--- config.mk ---
export PLATFORM = sky130hd
export DESIGN_NAME = punct_serializer
export DESIGN_NICKNAME = d
export VERILOG_FILES = /design/src/rtl/punct_pkg.sv /design/src/rtl/punct_rst_sync.sv /design/src/rtl/punct_cfg_check.sv /design/src/rtl/punct_pos_ctr.sv /design/src/rtl/punct_bit_fifo.sv /design/src/rtl/punct_serializer.sv
export SDC_FILE = /design/constraint.sdc
export NUM_CORES = 1
export LEC_CHECK = 0
export BUFFER_PORTS_ARGS = -buffer_cell sky130_fd_sc_hd__buf_2
export CAP_MARGIN = 20
export CORE_AREA = 2 2 75 130
export CTS_CLUSTER_SIZE = 16
export DETAILED_ROUTE_END_ITERATION = 12
export DIE_AREA = 0 0 77 132
export PLACE_DENSITY = 0.71
export SETUP_SLACK_MARGIN = 0.05
export SLEW_MARGIN = 0
export SYNTH_ARGS = -nofsm -noshare
export SYNTH_HDL_FRONTEND = slang
export SYNTH_HIERARCHICAL = 1
export SYNTH_SLANG_ARGS = --single-unit
--- constraint.sdc ---
create_clock -name clk -period 23.9 [get_ports clk]
set_input_delay 0 -clock clk [delete_from_list [all_inputs] [get_ports clk]]
set_output_delay 0 -clock clk [all_outputs]
set_load 0.02 [all_outputs]
--- src/rtl/punct_pkg.sv ---
package punct_pkg;
  // one buffered output bit with its period-start marker
  typedef struct packed {
    logic first;
    logic data;
  } pbit_t;
endpackage

--- src/rtl/punct_rst_sync.sv ---
module punct_rst_sync (
  input  logic clk,
  input  logic rst_ni,
  output logic rst_sync_no
);
  logic [1:0] sync_q;

  always_ff @(posedge clk or negedge rst_ni) begin
    if (!rst_ni) sync_q <= 2'b00;
    else         sync_q <= {sync_q[0], 1'b1};
  end

  assign rst_sync_no = sync_q[1];
endmodule

--- src/rtl/punct_cfg_check.sv ---
module punct_cfg_check #(
  parameter int MAX_K = 12,
  parameter int KW    = $clog2(MAX_K + 1),
  parameter int CW    = $clog2(2 * MAX_K + 1)
) (
  input  logic [KW-1:0]    k_len,
  input  logic [MAX_K-1:0] mask_a,
  input  logic [MAX_K-1:0] mask_b,
  output logic             cfg_err
);
  logic [CW:0] ones;
  logic [CW:0] lo_lim;
  logic [CW:0] hi_lim;
  logic        hole;
  logic        k_ok;

  always_comb begin
    ones = '0;
    hole = 1'b0;
    for (int p = 0; p < MAX_K; p++) begin
      if (p < int'(k_len)) begin
        ones = ones + (CW + 1)'(mask_a[p]) + (CW + 1)'(mask_b[p]);
        if (!mask_a[p] && !mask_b[p]) hole = 1'b1;
      end
    end
    k_ok    = (int'(k_len) >= 2) && (int'(k_len) <= MAX_K);
    lo_lim  = (CW + 1)'(k_len) + 1'b1;
    hi_lim  = ((CW + 1)'(k_len) << 1) - 1'b1;
    cfg_err = !k_ok || (ones < lo_lim) || (ones > hi_lim) || hole;
  end
endmodule

--- src/rtl/punct_pos_ctr.sv ---
module punct_pos_ctr #(
  parameter int MAX_K = 12,
  parameter int KW    = $clog2(MAX_K + 1),
  parameter int PW    = $clog2(MAX_K)
) (
  input  logic          clk,
  input  logic          rst_ni,
  input  logic [KW-1:0] k_len,
  input  logic          cfg_err,
  input  logic          adv,
  output logic [PW-1:0] pos
);
  logic [PW-1:0] pos_q;
  logic [PW-1:0] pos_nxt;
  logic          at_last;

  always_comb begin
    at_last = (int'(pos_q) + 1) >= int'(k_len);
    pos_nxt = at_last ? '0 : pos_q + 1'b1;
  end

  always_ff @(posedge clk or negedge rst_ni) begin
    if (!rst_ni)  pos_q <= '0;
    else if (adv) pos_q <= pos_nxt;
  end

  assign pos = pos_q;

  // the position never leaves the programmed period
  assert_pos_in_period_R1: assert property (@(posedge clk) disable iff (!rst_ni || cfg_err)
    int'(pos_q) < int'(k_len));
endmodule

--- src/rtl/punct_bit_fifo.sv ---
module punct_bit_fifo
  import punct_pkg::*;
#(
  parameter int DEPTH = 4,
  parameter int CNTW  = $clog2(DEPTH + 1)
) (
  input  logic       clk,
  input  logic       rst_ni,
  input  logic [1:0] push_n,
  input  pbit_t      wr0,
  input  pbit_t      wr1,
  output pbit_t      head,
  output logic       avail,
  output logic       room2
);
  pbit_t           mem_q [DEPTH];
  pbit_t           mem_d [DEPTH];
  logic [CNTW-1:0] cnt_q;
  logic [CNTW-1:0] cnt_d;
  logic [CNTW-1:0] cnt_mid;
  logic            upd;

  assign avail = (cnt_q != '0);
  assign room2 = (int'(cnt_q) <= DEPTH - 2);
  assign head  = mem_q[0];
  assign upd   = avail || (push_n != 2'd0);

  always_comb begin
    for (int i = 0; i < DEPTH; i++) mem_d[i] = mem_q[i];
    cnt_mid = cnt_q;
    if (avail) begin
      for (int i = 0; i < DEPTH - 1; i++) mem_d[i] = mem_q[i + 1];
      mem_d[DEPTH-1] = '0;
      cnt_mid = cnt_q - 1'b1;
    end
    if (push_n != 2'd0 && int'(cnt_mid) < DEPTH) mem_d[cnt_mid] = wr0;
    if (push_n == 2'd2 && int'(cnt_mid) + 1 < DEPTH) mem_d[cnt_mid + 1'b1] = wr1;
    cnt_d = cnt_mid + CNTW'(push_n);
  end

  always_ff @(posedge clk or negedge rst_ni) begin
    if (!rst_ni) begin
      cnt_q <= '0;
      for (int i = 0; i < DEPTH; i++) mem_q[i] <= '0;
    end else if (upd) begin
      cnt_q <= cnt_d;
      for (int i = 0; i < DEPTH; i++) mem_q[i] <= mem_d[i];
    end
  end

  // occupancy never exceeds storage
  assert_no_overflow_R3: assert property (@(posedge clk) disable iff (!rst_ni)
    int'(cnt_q) <= DEPTH);
  // every push request fits after this cycle's pop
  assert_push_fits_R3: assert property (@(posedge clk) disable iff (!rst_ni)
    (push_n != 2'd0) |-> (int'(cnt_q) - int'(avail) + int'(push_n) <= DEPTH));
  // with nothing pushed, a non-empty queue drains by one bit
  assert_drain_one_R6: assert property (@(posedge clk) disable iff (!rst_ni)
    (avail && push_n == 2'd0) |=> (int'(cnt_q) == int'($past(cnt_q)) - 1));
endmodule

--- src/rtl/punct_serializer.sv ---
module punct_serializer
  import punct_pkg::*;
#(
  parameter int MAX_K = 12,
  parameter int DEPTH = 4,
  parameter int KW    = $clog2(MAX_K + 1),
  parameter int PW    = $clog2(MAX_K)
) (
  input  logic             clk,
  input  logic             rst_n,
  input  logic [KW-1:0]    k_len,
  input  logic [MAX_K-1:0] mask_a,
  input  logic [MAX_K-1:0] mask_b,
  input  logic             in_valid,
  input  logic             in_a,
  input  logic             in_b,
  output logic             in_ready,
  output logic             out_valid,
  output logic             out_bit,
  output logic             period_start,
  output logic             cfg_error
);
  logic          rst_int_n;
  logic [PW-1:0] pos;
  logic          accept;
  logic          keep_a;
  logic          keep_b;
  logic [1:0]    push_n;
  pbit_t         wr0;
  pbit_t         wr1;
  pbit_t         head;
  logic          avail;
  logic          room2;

  punct_rst_sync u_rst (
    .clk         (clk),
    .rst_ni      (rst_n),
    .rst_sync_no (rst_int_n)
  );

  punct_cfg_check #(.MAX_K(MAX_K), .KW(KW)) u_cfg (
    .k_len   (k_len),
    .mask_a  (mask_a),
    .mask_b  (mask_b),
    .cfg_err (cfg_error)
  );

  punct_pos_ctr #(.MAX_K(MAX_K), .KW(KW), .PW(PW)) u_pos (
    .clk     (clk),
    .rst_ni  (rst_int_n),
    .k_len   (k_len),
    .cfg_err (cfg_error),
    .adv     (accept),
    .pos     (pos)
  );

  // compaction: A goes first, B follows or takes the first slot alone
  always_comb begin
    accept = in_valid && room2;
    keep_a = mask_a[pos];
    keep_b = mask_b[pos];
    wr0    = '0;
    wr1    = '0;
    push_n = 2'd0;
    if (accept) begin
      push_n = {1'b0, keep_a} + {1'b0, keep_b};
      if (keep_a) begin
        wr0 = '{first: (pos == '0), data: in_a};
        wr1 = '{first: 1'b0,        data: in_b};
      end else begin
        wr0 = '{first: (pos == '0), data: in_b};
      end
    end
  end

  punct_bit_fifo #(.DEPTH(DEPTH)) u_fifo (
    .clk    (clk),
    .rst_ni (rst_int_n),
    .push_n (push_n),
    .wr0    (wr0),
    .wr1    (wr1),
    .head   (head),
    .avail  (avail),
    .room2  (room2)
  );

  assign in_ready     = room2;
  assign out_valid    = avail;
  assign out_bit      = head.data;
  assign period_start = avail && head.first;

  // a refused input leaves the period position untouched
  assert_busy_hold_R3: assert property (@(posedge clk) disable iff (!rst_int_n)
    (in_valid && !in_ready) |=> $stable(pos));
  // the period strobe only rides on a valid bit
  assert_start_with_valid_R4: assert property (@(posedge clk) disable iff (!rst_int_n)
    period_start |-> out_valid);
endmodule

==> flow_metrics.tcl <==
set metrics [dict create \
    synthTopCellsByCount "59 x inv_1, 48 x nand2_1, 39 x nor2_1" \
    hold_slack_ns 0.0509 \
    die_area_mm2 0.0102 \
    yosysMostFrequentCell "inv_1" \
    tightest_slew_ns 0.904 \
    drv_slew 0 \
    clock_latency_ns 0.25 \
    path_max_fanout 19 \
    start_util 0.486 \
    power.density_mw_per_mm2 101 \
    postCtsHoldBufs 1 \
    rsz0062_at_grt "no" \
    ys_seq_elements 17 \
    grt_first_pass_wirelength_mm 20.1 \
    skew_ns 0.00559 \
    synth_top_area_frac 0.108 \
    synth_seq_area_share 0.0963 \
    worst_setup_path_start_kind "primary input" \
    cp-startpoint "k_len[1]" \
    wl_met1_mm 4.50 \
    cpMostUsedCell "fa_1" \
    syn2layout_area_growth_pct 6.46 \
    cp.arrival_ns 11.29 \
    dp_cells 685 \
    dr_total_vias 4166 \
    ant_nets 0 \
    crit_required_ns 23.90 \
    nets 654 \
    first_global_vias 4223 \
    grt_max_degree 40 \
    reg2reg_setup_slack_ns 20.82 \
    diodes 0 \
    outcome "finished, final reports clean" \
    synth_cell_type_count 97 \
    clk_pin_slew_ns 0.06 \
    via_per_inst 6.04 \
    setup_viol 0 \
    die_y_um 132 \
    die_w_um 77 \
    drive_gt1_frac 0.167 \
    fin_total_pwr_mw 0.477 \
    cts_tree "built" \
    wl_met2_mm 6.91 \
    met3WireLength_um 457 \
    postCtsSetupRepairBufs 0 \
    synth_warnings 6 \
    cap_viol_max_count 0 \
    drc_errors 0 \
    wire_per_inst_um 18.1 \
    hold_violations 0 \
    rr_worst_depth 9 \
    syn_avg_cell_area_um2 8.06 \
    synth_top_area_cell "ha_1" \
    h-tree-depth 1 \
    worstHoldPathType "primary input to asynchronous set/reset pin" \
    crit_slowest_cell "fa_1" \
    r2r-start "u_pos/pos[0]$_DFFE_PN0P_" \
    design_area_mm2 0.00470 \
    place_hpwl_mm 10.3 \
    worstSetupPathType "primary input to output pin" \
    setup_tns_ns 0 \
    synth_edf_count 0 \
    grt_overflow_total 0 \
    async_flop_share 1.00 \
    drt-total-wl_mm 12.5 \
    fin_crit_sh 0.473 \
    synth_area_mm2 0.00442 \
    ys_top_cells_by_area "ha_1 11%, dfrtp_1 9.6%, mux2i_1 5.7%, fa_1 5.4%, inv_1 5.0%" \
    firstDrtPassIters 4 \
    worstSetupEndpointType "output pin" \
    grt_usage 0.244 \
    syn_inst 548 \
    finalNonFillerCells 690 \
    grt_antenna_before_repair 0 \
    cts-resized-gates 0 \
    root_buffer "clkbuf_16" \
    dpl_cell_area_mm2 0.00461 \
    ir_drop_mv 0.0623 \
    relSlewSlack 0.397 \
    drt_iter0_drc 168 \
    min_period_ns 11.29 \
    cp_slowest_stage_delay_ns 0.52 \
    cts.sinks 17 \
    port_buffers 37 \
    ctsLongestPathBuffers 2 \
    cp-endpoint "cfg_error" \
    pin_count 38 \
    max_freq_mhz 88.5 \
    routed.top_layer "met4" \
    fp.coreArea_mm2 0.00909 \
    synthFlopType "dfrtp_1" \
    r2r_end "u_fifo/mem_q[4]$_DFFE_PN0P_" \
    cts_buffers 3 \
    p_leak_nw 2.17 \
    place_congestion 0.992 \
    rows 46 \
]
-- through the flow --
stage	utilization	setup slack (ns)
floorplan	-	13.94
global placement	0.507	13.18
detailed placement	0.507	12.75
CTS	0.517	12.73
global route	0.517	11.70
finish	0.517	12.61
-- sequential cells by signal, indices dropped and copies added (netlist names) --
name          flops
u_rst/sync_q      2
u_fifo/cnt_q      3
u_fifo/head       2
u_pos/pos         4
u_fifo/mem_q      6
-- critical path: cells and delay by family --
| kind | cells | cell delay, ns |
|---|---|---|
| buffers and inverters | 4 | 0.69 |
| xor gates and xnor gates | 2 | 0.40 |
| and+or+nand+nor | 11 | 1.15 |
| adders and majority gates | 14 | 5.82 |
| AOI/OAI and AO/OA | 11 | 1.79 |
| muxes | 5 | 1.44 |
-- routing by layer --
| layer | track usage | vias up |
|---|---|---|
| li1 | - | 2004 |
| met1 | 0.249 | 2015 |
| met2 | 0.481 | 118 |
| met3 | 0.0171 | 29 |
| met4 | 0.126 | 0 |
| met5 | 0 | - |
-- cells by family (layout without fill, tap and decap cells) --
| logic type | after synthesis | after routing | synth area share |
|---|---|---|---|
| buf+inv | 84 | 105 | 0.0878 |
| fa+ha+maj | 51 | 51 | 0.165 |
| compound gates | 127 | 127 | 0.210 |
| flops | 17 | 17 | 0.0963 |
| other cells | 2 | 3 | 0.00170 |
| simple gates | 198 | 198 | 0.252 |
| xor+xnor | 28 | 28 | 0.0708 |
| mux | 41 | 41 | 0.117 |
-- how the worst min path moves through the flow --
stage / endpoint / slack (ns) / cells after the start
6_report: u_rst/sync_q[0]$_DFF_PN0_ / 0.05 / 2
5_1_grt: u_rst/sync_q[1]$_DFF_PN0_ / 0.06 / 2
4_1_cts: u_rst/sync_q[1]$_DFF_PN0_ / 0.05 / 2
3_5_place_dp: u_rst/sync_q[1]$_DFF_PN0_ / -0.21 / 1
3_3_place_gp: u_rst/sync_q[1]$_DFF_PN0_ / -0.22 / 1
2_1_floorplan: u_rst/sync_q[0]$_DFF_PN0_ / -0.30 / 0
-- cell usage in the layout (no fill, tap or decap), drive strengths merged, types with 9 or more instances in the layout --
master | netlist | final
mux2i | 26 | 26
xnor2 | 16 | 16
nor3 | 12 | 12
buf | 16 | 39
nand3 | 20 | 20
nand2 | 51 | 51
nor2 | 40 | 40
nor2b | 9 | 9
o211ai | 9 | 9
o21ai | 25 | 25
ha | 38 | 38
a21oi | 32 | 32
mux2 | 9 | 9
fa | 12 | 12
inv | 61 | 61
dfrtp | 17 | 17
and2 | 15 | 15
xor2 | 9 | 9
and3 | 9 | 9
-- power breakdown --
| part | switching (mW) | total (mW) | internal, mW |
|---|---|---|---|
| sequential | 0.0190 | 0.0563 | 0.0373 |
| combinational | 0.221 | 0.386 | 0.165 |
| clock | 0.0119 | 0.0343 | 0.0224 |
| total | 0.251 | 0.477 | 0.225 |
-- final cells by class --
cell class | instances | area (um^2)
Clock inverter | 1 | 5.00
Fill cell | 915 | 4390
Inverter | 61 | 229
Clock buffer | 3 | 75.1
Timing Repair Buffer | 40 | 210
Tap cell | 120 | 150
Multi-Input combinational cell | 448 | 3610
Sequential cell | 17 | 425
(Power assumes the default switching activity.)
